[src/rtl/pwmt_pkg.sv]
package pwmt_pkg;

    typedef struct packed {
        logic cascade;      // bit 8
        logic pwm_en;       // bit 7
        logic start_all;    // bit 6
        logic run;          // bit 5
        logic force_load;   // bit 4
        logic auto_rl;      // bit 3
        logic gen_en;       // bit 2
        logic capt_mode;    // bit 1
        logic count_down;   // bit 0
    } ctl_t;

    localparam int CTL_W = $bits(ctl_t);

    typedef enum logic [1:0] {
        CS_STOP  = 2'd0,
        CS_COUNT = 2'd1,
        CS_WRAP  = 2'd2,
        CS_HOLD  = 2'd3
    } cnt_state_e;

    function automatic logic pwm_ready(input ctl_t c);
        return c.pwm_en & c.gen_en & c.auto_rl & c.run &
               ~c.force_load & ~c.capt_mode & ~c.cascade;
    endfunction

endpackage

[src/rtl/pwmt_counter.sv]
module pwmt_counter
    import pwmt_pkg::*;
#(
    parameter int CNT_W = 32
) (
    input  logic             clk,
    input  logic             rst_n,
    input  logic             run,
    input  logic             force_load,
    input  logic             count_down,
    input  logic             auto_rl,
    input  logic [CNT_W-1:0] load_val,
    input  logic             restart,
    output logic [CNT_W-1:0] cnt_o,
    output logic             wrap_o
);
    localparam logic [CNT_W-1:0] MAXV = '1;

    cnt_state_e       state_q, state_n;
    logic [CNT_W-1:0] cnt_q, cnt_n;
    logic             active, at_term;

    assign active  = run & ~force_load;
    assign at_term = count_down ? (cnt_q == '0) : (cnt_q == MAXV);

    always_ff @(posedge clk) begin
        if (!rst_n) begin
            state_q <= CS_STOP;
            cnt_q   <= '0;
        end else begin
            state_q <= state_n;
            cnt_q   <= cnt_n;
        end
    end

    always_comb begin
        state_n = state_q;
        cnt_n   = cnt_q;
        if (force_load) begin
            state_n = CS_STOP;
            cnt_n   = load_val;
        end else if (!active) begin
            state_n = CS_STOP;
        end else if (restart) begin
            state_n = CS_COUNT;
            cnt_n   = load_val;
        end else begin
            unique case (state_q)
                CS_STOP, CS_COUNT: begin
                    if (at_term) begin
                        state_n = CS_WRAP;
                        cnt_n   = count_down ? MAXV : '0;
                    end else begin
                        state_n = CS_COUNT;
                        cnt_n   = count_down ? cnt_q - 1'b1 : cnt_q + 1'b1;
                    end
                end
                CS_WRAP: begin
                    if (auto_rl) begin
                        state_n = CS_COUNT;
                        cnt_n   = load_val;
                    end else begin
                        state_n = CS_HOLD;
                    end
                end
                CS_HOLD: state_n = CS_HOLD;
                default: state_n = CS_STOP;
            endcase
        end
    end

    assign cnt_o  = cnt_q;
    assign wrap_o = (state_q == CS_WRAP);

    p_pulse_single_r3: assert property (@(posedge clk) disable iff (!rst_n)
        wrap_o |=> !wrap_o);
    p_load_copy_r2: assert property (@(posedge clk) disable iff (!rst_n)
        force_load |=> cnt_o == $past(load_val));
    p_frozen_stop_r8: assert property (@(posedge clk) disable iff (!rst_n)
        (!run && !force_load) |=> $stable(cnt_o));
    p_hold_parked_r5: assert property (@(posedge clk) disable iff (!rst_n)
        (state_q == CS_HOLD && active) |=> $stable(cnt_o));

endmodule

[src/rtl/pwmt_regfile.sv]
module pwmt_regfile
    import pwmt_pkg::*;
#(
    parameter int CNT_W = 32
) (
    input  logic             clk,
    input  logic             rst_n,
    input  logic [2:0]       bus_addr,
    input  logic             bus_wr,
    input  logic [31:0]      bus_wdata,
    input  logic [CNT_W-1:0] cnt0,
    input  logic [CNT_W-1:0] cnt1,
    output ctl_t             ctl0,
    output ctl_t             ctl1,
    output logic [CNT_W-1:0] ld0,
    output logic [CNT_W-1:0] ld1,
    output logic [31:0]      bus_rdata
);
    localparam logic [1:0] SLOT_CTL = 2'd0;
    localparam logic [1:0] SLOT_LD  = 2'd1;
    localparam logic [1:0] SLOT_CNT = 2'd2;

    ctl_t wr_ctl;
    logic wr_ctl_any, wr_all;
    logic unused_bits;

    assign wr_ctl      = ctl_t'(bus_wdata[CTL_W-1:0]);
    assign wr_ctl_any  = bus_wr && (bus_addr[1:0] == SLOT_CTL);
    assign wr_all      = wr_ctl_any && wr_ctl.start_all;
    assign unused_bits = ^bus_wdata;

    always_ff @(posedge clk) begin
        if (!rst_n) begin
            ctl0 <= '0;
            ctl1 <= '0;
            ld0  <= '0;
            ld1  <= '0;
        end else begin
            if (wr_ctl_any && !bus_addr[2]) ctl0 <= wr_ctl;
            if (wr_ctl_any &&  bus_addr[2]) ctl1 <= wr_ctl;
            if (wr_all) begin
                ctl0.run <= 1'b1;
                ctl1.run <= 1'b1;
            end
            if (bus_wr && bus_addr == {1'b0, SLOT_LD}) ld0 <= bus_wdata[CNT_W-1:0];
            if (bus_wr && bus_addr == {1'b1, SLOT_LD}) ld1 <= bus_wdata[CNT_W-1:0];
        end
    end

    always_comb begin
        bus_rdata = '0;
        unique case (bus_addr)
            {1'b0, SLOT_CTL}: bus_rdata = 32'(ctl0);
            {1'b0, SLOT_LD }: bus_rdata = 32'(ld0);
            {1'b0, SLOT_CNT}: bus_rdata = 32'(cnt0);
            {1'b1, SLOT_CTL}: bus_rdata = 32'(ctl1);
            {1'b1, SLOT_LD }: bus_rdata = 32'(ld1);
            {1'b1, SLOT_CNT}: bus_rdata = 32'(cnt1);
            default:          bus_rdata = '0;
        endcase
    end

    p_start_both_r7: assert property (@(posedge clk) disable iff (!rst_n)
        wr_all |=> (ctl0.run && ctl1.run));

endmodule

[src/rtl/pwmt_pwmgen.sv]
module pwmt_pwmgen
    import pwmt_pkg::*;
#(
    parameter int CNT_W = 32
) (
    input  logic             clk,
    input  logic             rst_n,
    input  ctl_t             ctl0,
    input  ctl_t             ctl1,
    input  logic [CNT_W-1:0] ld0,
    input  logic [CNT_W-1:0] ld1,
    input  logic             wrap0,
    input  logic             wrap1,
    output logic             restart1,
    output logic             pwm_o
);
    localparam int CW = CNT_W + 2;
    localparam logic [CNT_W-1:0] MAXV = '1;

    function automatic logic [CW-1:0] cycles_of(input logic down, input logic [CNT_W-1:0] l);
        if (down) return CW'(l) + CW'(2);
        return CW'(MAXV - l) + CW'(2);
    endfunction

    logic ok, duty_lt, pwm_q;

    assign ok       = pwm_ready(ctl0) & pwm_ready(ctl1);
    assign duty_lt  = cycles_of(ctl1.count_down, ld1) < cycles_of(ctl0.count_down, ld0);
    assign restart1 = ok & wrap0;

    always_ff @(posedge clk) begin
        if (!rst_n)                pwm_q <= 1'b0;
        else if (!ok)              pwm_q <= 1'b0;
        else if (wrap0 && duty_lt) pwm_q <= 1'b1;
        else if (wrap1)            pwm_q <= 1'b0;
    end

    assign pwm_o = pwm_q;

    p_off_low_r12: assert property (@(posedge clk) disable iff (!rst_n)
        !ok |=> !pwm_o);
    p_rise_on_period_r10: assert property (@(posedge clk) disable iff (!rst_n)
        $rose(pwm_o) |-> $past(wrap0));
    p_long_duty_no_rise_r11: assert property (@(posedge clk) disable iff (!rst_n)
        (!pwm_o && !duty_lt) |=> !pwm_o);

endmodule

[src/rtl/dual_pwm_timer.sv]
module dual_pwm_timer
    import pwmt_pkg::*;
#(
    parameter int CNT_W = 32
) (
    input  logic        clk,
    input  logic        rst_n,
    input  logic [2:0]  bus_addr,
    input  logic        bus_wr,
    input  logic [31:0] bus_wdata,
    output logic [31:0] bus_rdata,
    output logic        gen0_o,
    output logic        gen1_o,
    output logic        pwm_o
);
    generate
        if (CNT_W != 8 && CNT_W != 16 && CNT_W != 32) begin : g_bad_width
            $error("CNT_W must be 8, 16 or 32");
        end
    endgenerate

    ctl_t             ctl [2];
    logic [CNT_W-1:0] ld  [2];
    logic [CNT_W-1:0] cnt [2];
    logic [1:0]       wrap;
    logic [1:0]       restart;
    logic             restart1;

    pwmt_regfile #(.CNT_W(CNT_W)) u_regs (
        .clk       (clk),
        .rst_n     (rst_n),
        .bus_addr  (bus_addr),
        .bus_wr    (bus_wr),
        .bus_wdata (bus_wdata),
        .cnt0      (cnt[0]),
        .cnt1      (cnt[1]),
        .ctl0      (ctl[0]),
        .ctl1      (ctl[1]),
        .ld0       (ld[0]),
        .ld1       (ld[1]),
        .bus_rdata (bus_rdata)
    );

    assign restart = {restart1, 1'b0};

    for (genvar g = 0; g < 2; g++) begin : g_cnt
        pwmt_counter #(.CNT_W(CNT_W)) u_cnt (
            .clk        (clk),
            .rst_n      (rst_n),
            .run        (ctl[g].run),
            .force_load (ctl[g].force_load),
            .count_down (ctl[g].count_down),
            .auto_rl    (ctl[g].auto_rl),
            .load_val   (ld[g]),
            .restart    (restart[g]),
            .cnt_o      (cnt[g]),
            .wrap_o     (wrap[g])
        );
    end

    pwmt_pwmgen #(.CNT_W(CNT_W)) u_pwm (
        .clk      (clk),
        .rst_n    (rst_n),
        .ctl0     (ctl[0]),
        .ctl1     (ctl[1]),
        .ld0      (ld[0]),
        .ld1      (ld[1]),
        .wrap0    (wrap[0]),
        .wrap1    (wrap[1]),
        .restart1 (restart1),
        .pwm_o    (pwm_o)
    );

    assign gen0_o = wrap[0] & ctl[0].gen_en;
    assign gen1_o = wrap[1] & ctl[1].gen_en;

    p_gen_gated_r9: assert property (@(posedge clk) disable iff (!rst_n)
        !ctl[0].gen_en |-> !gen0_o);

endmodule

[config.mk]
export PLATFORM = sky130hd
export DESIGN_NAME = dual_pwm_timer
export DESIGN_NICKNAME = d
export VERILOG_FILES = /design/src/rtl/pwmt_pkg.sv /design/src/rtl/pwmt_counter.sv /design/src/rtl/pwmt_regfile.sv /design/src/rtl/pwmt_pwmgen.sv /design/src/rtl/dual_pwm_timer.sv
export SDC_FILE = /design/constraint.sdc
export NUM_CORES = 1
export LEC_CHECK = 0
export ABC_AREA = 1
export BUFFER_PORTS_ARGS = -buffer_cell sky130_fd_sc_hd__clkbuf_2
export CORE_MARGIN = 3
export CORE_UTILIZATION = 50
export CTS_BUF_LIST = sky130_fd_sc_hd__clkbuf_16
export DETAILED_ROUTE_END_ITERATION = 6
export PLACE_DENSITY = 0.68
export SYNTH_ARGS = -nofsm -noshare
export SYNTH_HDL_FRONTEND = slang
export SYNTH_HIERARCHICAL = 1
export SYNTH_SLANG_ARGS = --single-unit
[constraint.sdc]
create_clock -name clk -period 4.6 [get_ports clk]
set_input_delay 0.46 -clock clk [delete_from_list [all_inputs] [get_ports clk]]
set_output_delay 0.46 -clock clk [all_outputs]
set_load 0.02 [all_outputs]
After elaboration in Yosys (flattened, before gate mapping)

Index checks and enable logic that the tools add are counted.

Latch bits: 0
ROM bits: 0
Output and inout port bits: 35
Logic and storage cells: 145
Flip-flop bits (word level): 151
RAM bits: 0
Memories kept: 0

Shifts and indexed selects: 0
Add/sub/neg operators: 10
Div/mod/pow operators: 0
Equal/unequal tests: 15
Reductions and logical operators: 29
Magnitude comparators: 1
Multipliers: 0
Muxes and demuxes: 37
Bitwise gates (word level): 27

Operator list:

| cell                                                                 | count |
|---|---|
| 32-bit two-way mux                                                   | 13 |
| 32-bit one-hot mux with 6 select lines                               | 1 |
| 34-bit two-way mux                                                   | 4 |
| 32-bit one-hot mux with 2 select lines                               | 2 |
| 34-bit by 2-bit adder with 34-bit output, second input constant      | 2 |
| 32-bit by 2-bit adder with 33-bit output, second input constant      | 2 |
| 32-bit by 32-bit subtractor with 33-bit output, first input constant | 2 |
| 32-bit by 1-bit adder with 32-bit output, second input constant      | 2 |
| 32-bit equality test, second input constant                          | 2 |
| 32-bit logical NOT                                                   | 2 |
| 32-bit by 1-bit subtractor with 32-bit output, second input constant | 2 |
| 34-bit < comparator                                                  | 1 |
| 1-bit bitwise AND                                                    | 18 |
| 6-bit two-way mux                                                    | 2 |
| 2-bit one-hot mux with 3 select lines                                | 2 |
| 2-bit nonzero test                                                   | 5 |
| 3-bit equality test, second input constant                           | 3 |
| 1-bit two-way mux                                                    | 9 |
| 1-bit NOT                                                            | 9 |
| 2-bit equality test, second input constant                           | 4 |
| 2-bit two-way mux                                                    | 4 |
| 1-bit logical AND                                                    | 7 |
| 2-bit logical NOT                                                    | 3 |
| 3-bit AND reduction                                                  | 2 |
| other kinds (13)                                                     | 16 |

Depth between registers and ports, before layout

Depth in word-level cells: 11
Depth in mapped cells: 22

Cells and area by module

Netlist, hierarchy kept.

By module, submodules not included:

| module                        | times used | cells an instance | sequential area each (sq um) | area an instance (sq um) |
|---|---|---|---|---|
| pwmt_pwmgen                   | 1          | 881               | 20.0                         | 4571.9 |
| pwmt_counter (g_cnt[0].u_cnt) | 1          | 837               | 680.7                        | 4489.3 |
| pwmt_counter (g_cnt[1].u_cnt) | 1          | 789               | 680.7                        | 4265.3 |
| pwmt_regfile                  | 1          | 616               | 1641.6                       | 4077.7 |
| dual_pwm_timer                | 1          | 5                 | 0.0                          | 18.8 |

Worst setup path after synthesis

Ideal clock, no wire load.

Path type: register to register
From: register, netlist name u_regs/ctl0[0]
To: register u_pwm.pwm_q, in the netlist u_pwm/pwm_o
Cell stages (with the launch flop): 14
Library setup time: 116 ps
Setup slack: 1626 ps
Period minus slack after synthesis: 2974 ps
Arrival: 2857 ps
Data required time: 4484 ps
Cell sequence: dfxtp_1 -> clkbuf_1 -> buf_1 -> a31oi_1 -> ha_1 -> inv_1 -> nor2_1 -> nand2_1 -> nor2_1 -> nand2_1 -> nor2_1 -> nor2_1 -> nand3_1 -> a21oi_1

Word-level cells in the longest chain between the ends: 5
Elaborated cells on any way between the ends: 6
Classes of those cells: 1 x order compare; 3 x mux; 2 x reduce/logical

RTL lines:

| what                                                           | RTL line          | source |
|---|---|---|
| 1-bit two-way mux *                                            | pwmt_pwmgen.sv:21 | `if (down) return CW'(l) + CW'(2);` |
| 34-bit two-way mux *                                           | pwmt_pwmgen.sv:22 | `return CW'(MAXV - l) + CW'(2);` |
| 34-bit < comparator *                                          | pwmt_pwmgen.sv:28 | `assign duty_lt = cycles_of(ctl1.count_down, ld1) < cycles_of(ctl0.count_down, ld0);` |
| 1-bit logical AND *                                            | pwmt_pwmgen.sv:34 | `else if (wrap0 && duty_lt) pwm_q <= 1'b1;` |
| 1-bit two-way mux / 2-bit nonzero test (equally long branches) | -                 |  |
| end signal: assignment                                         | pwmt_pwmgen.sv:33 | `else if (!ok) pwm_q <= 1'b0;` |
| end signal: assignment                                         | pwmt_pwmgen.sv:34 |  |
| end signal: assignment                                         | pwmt_pwmgen.sv:35 | `else if (wrap1) pwm_q <= 1'b0;` |
| end: declaration                                               | pwmt_pwmgen.sv:25 | `logic ok, duty_lt, pwm_q;` |

Mark *: on every way between the ends. The rest lies on a longest branch, timed or not.
A chain may end at the register's enable or synchronous reset.

Final worst setup path

From: register u_regs.ld1[1]
To: register u_pwm.pwm_q, in the netlist u_pwm/pwm_o

Word-level cells in the longest chain between the ends: 6
Elaborated cells on any way between the ends: 9
Classes of those cells: 3 x add/sub; 1 x order compare; 3 x mux; 2 x reduce/logical

RTL lines:

| what                                                                                                              | RTL line                             | source |
|---|---|---|
| start: declaration                                                                                                | pwmt_regfile.sv:16                   | `output logic [CNT_W-1:0] ld1,` |
| start signal: assignment                                                                                          | pwmt_regfile.sv:46                   | `if (bus_wr && bus_addr == {1'b1, SLOT_LD}) ld1 <= bus_wdata[CNT_W-1:0];` |
| 32-bit by 32-bit subtractor with 33-bit output / 32-bit by 2-bit adder with 33-bit output (equally long branches) | pwmt_pwmgen.sv:22, pwmt_pwmgen.sv:21 |  |
| 34-bit by 2-bit adder with 34-bit output / 34-bit two-way mux (equally long branches)                             | pwmt_pwmgen.sv:22, pwmt_pwmgen.sv:21 |  |
| 34-bit two-way mux *                                                                                              | pwmt_pwmgen.sv:22                    |  |
| 34-bit < comparator *                                                                                             | pwmt_pwmgen.sv:28                    |  |
| 1-bit logical AND *                                                                                               | pwmt_pwmgen.sv:34                    |  |
| 1-bit two-way mux / 2-bit nonzero test (equally long branches)                                                    | -                                    |  |

Mark *: on every way between the ends. The rest lies on a longest branch, timed or not. The select of a mux whose other input is x is not followed.

==> out/metrics.cfg <==
[worst_setup_path]
crit_fanout = 7
endpoint_kind = flip-flop
reg2reg_from = u_regs/ld1[1]$_SDFFE_PN0P_
critPathKind = reg2reg
critPathArrivalTime_ns = 3.50
required_ns = 4.94
worstReg2RegEnd = u_pwm/pwm_o$_SDFFE_PN0P_
start_kind = flip-flop
r2r_cells = 18
rrSetupSlack_ns = 1.43

[final_layout]
fin_nets = 3286
utilization = 0.544
layout-drive-gt1-share = 0.0829
syn2layout_area_growth_pct = 6.03
fillers = 3697
multi_input_area_um2 = 12300
regArea_um2 = 3030

[pwr]
power_density_nw_per_um2 = 229
power_mw = 4.24
ir_drop_mv = 0.279
p_leak_nw = 9.53

[synthesis]
synth.distinct_cells = 53
synthSimpleGateAreaFrac = 0.477
synth_area_um2 = 17400
synth_area_leader_cell = nand2_1
synth_flop_cell = dfxtp_1
synth_compound_area_frac = 0.104
synth-edff-count = 0
ys_seq_elements = 151
synth_area_leaders = nand2_1 (23%), dfxtp_1 (17%), nor2_1 (9.3%), inv_1 (8.8%), ha_1 (6.9%)
yosysSeqAreaShare = 0.174
ys_warn_count = 6
synth_async_sr_flop_share = 0
synth_top_area_share = 0.227
synth_top_family_by_area = simple AND/OR/NAND/NOR gates
synthCells = 3128
syn_area_per_cell_um2 = 5.57
synthMuxAreaShare = 0
synth_fa_ha_area_frac = 0.0712
synth_xor_area_frac = 0.0513

[cts]
clock_path_buffers = 2
cts_tree = built
clk_pin_slew_ns = 0.07
insertion_delay_ns = 0.45
cts-htree-levels = 4
ctsResizeCount = 0
post_cts_buffers = 0
cts-root-buf = clkbuf_16
clock-sinks = 151
cts_hold_buffers = 0
cts_buffers = 17

[timing]
slew_headroom = 0.191
drv_slew = 0
setup_slack_ns = 1.43
grt_setup_unrepaired = no
tightest_slew_ns = 1.21
period_share = 0.689
fmax_mhz = 316
finalSetupTns_ns = 0
skew_ns = 0.0167
hold_viol = 0
period_needed_ns = 3.17
fin_hold_ws_ns = 0.265
setup_viol = 0

[min_path]
hold_depth = 3
worstHoldStart = bus_wdata[27]
hold_class = in2reg
worstHoldEndpoint = u_regs/ld1[27]$_SDFFE_PN0P_

[global_route]
antenna_found_initial = 0
grt.total_usage = 0.382
grt_pass1_wl_mm = 108
grt_max_degree = 94
grt_pass1_vias = 18800
grt-ovfl-total = 0

[die]
die_y_um = 193
coreArea_um2 = 34000
die_width_um = 193
dieArea_um2 = 37100
initial_core_util = 0.513
row_count = 67
ios = 73

[placed_design]
io_buffers = 72
gp_congestion = 1.15
post-place-ws_ns = 1.53
place_hpwl_mm = 56.8

[drt]
drt_iter0_drc = 2445
dr.pass1.iters = 7
wire_per_inst_um = 20.2
drc_errors = 3
totalWireLength_mm = 72.8
vias = 20600
via_per_inst = 5.70
ant_nets = 0

[run_status]
violations = design-rule violations
status = finished, violations left

[flow_run]
maxCapViolCount = 0

-- worst max-delay path: stages (launching register included) --
cell     delay, ns
dfxtp_1       0.63
ha_1          0.32
inv_1         0.13
nor3_2        0.20
nand2_1       0.17
nor3_2        0.23
xor2_1        0.10
nand2_1       0.09
nand2_1       0.10
ha_1          0.31
nand2_1       0.07
nor2_1        0.16
nand2_1       0.07
nor2_1        0.12
nand2_1       0.07
nor2_1        0.10
nor2_1        0.05
nand3_1       0.07
a21oi_1       0.06
-- Yosys cell counts, drive strengths merged, types with 20 or more instances --
cell type / instances
nand2: 1069
dfxtp: 151
xor2: 82
nor3: 63
ha: 96
nand4: 75
o21ai: 190
inv: 429
xnor2: 20
clkbuf: 33
nand3: 182
or2: 34
buf: 49
a21oi: 136
nor2: 461
-- power by group --
group | internal, mW | switching, mW
Clock | 0.735 | 0.628
Sequential | 1.36 | 0.143
Combinational | 0.460 | 0.906
-- layer usage --
metal,GRT usage,wire [µm],vias up
li1,-,-,9895
met1,0.498,30200,9388
met2,0.583,30800,1105
met3,0.111,8350,197
met4,0.171,3420,0
met5,0,0,-
-- registers in the layout, indices dropped and copies added, names as in the netlist --
signal,cells
u_pwm/pwm_o,1
g_cnt.u_cnt/cnt_o,64
u_regs/ctl1,9
g_cnt.u_cnt/state_q,4
u_regs/ld1,32
u_regs/ld0,32
u_regs/ctl0,9
-- worst max-delay path by stage --
| stage | from | endpoint | slack, ns | cells past startpoint |
|---|---|---|---|---|
| finish | u_regs/ld1[1]$_SDFFE_PN0P_ | u_pwm/pwm_o$_SDFFE_PN0P_ | 1.43 | 18 |
| global placement | u_regs/ld1[1]$_SDFFE_PN0P_ | u_pwm/pwm_o$_SDFFE_PN0P_ | 1.46 | 20 |
| floorplan | u_regs/ctl0[0]$_SDFFE_PN0P_ | u_pwm/pwm_o$_SDFFE_PN0P_ | 1.63 | 13 |
| detailed placement | u_regs/ld1[1]$_SDFFE_PN0P_ | u_pwm/pwm_o$_SDFFE_PN0P_ | 1.53 | 18 |
| global route | u_regs/ld1[1]$_SDFFE_PN0P_ | u_pwm/pwm_o$_SDFFE_PN0P_ | 1.18 | 20 |
| CTS | u_regs/ld1[1]$_SDFFE_PN0P_ | u_pwm/pwm_o$_SDFFE_PN0P_ | 1.52 | 18 |
-- final cells by class --
cell class | count | area share
multi-input cells | 2466 | 0.665
inverters | 432 | 0.0885
well taps | 448 | 0.0303
diodes | 1 | 0.000135
flip-flops and latches | 151 | 0.164
repair buffers | 82 | 0.0237
clock buffers | 17 | 0.0230
clock inverters | 13 | 0.00582
-- cells by family (layout without fill, tap and decap cells) --
kind of cell	count (synthesis)	after routing
and+or+nand+nor	1915	1915
buffers and inverters	514	544
AOI/OAI and AO/OA	347	347
DFF	151	151
xor gates and xnor gates	102	102
adders and majority gates	98	98
other	1	5
-- placed cells by master (no fill, tap or decap), types with 5 or more instances in the layout --
cell and n:
nor2_1 433, a21oi_1 134, nand2_2 13, dfxtp_1 149, nand3_2 14, or2_2 32
o21bai_1 7, clkbuf_16 17, nand4_1 74, nand2_1 1053, nor3_1 34, inv_2 16
clkinv_1 5, ha_1 96, o21ai_0 138, buf_4 11, clkbuf_2 71, nand3b_1 16
inv_4 5, xor2_1 82, xnor2_1 20, nor2_2 18, nor2_4 10, inv_1 410
o21ai_1 48, nand3_1 166, nor3_2 26
-- through the flow --
step	cell area, µm²	instances
final	18500	3610
after global routing	18500	3609
after CTS	18500	3609
after detailed placement	17900	3579
after global placement	17900	3579
after floorplan	17400	3131
(Power assumes the default switching activity.)
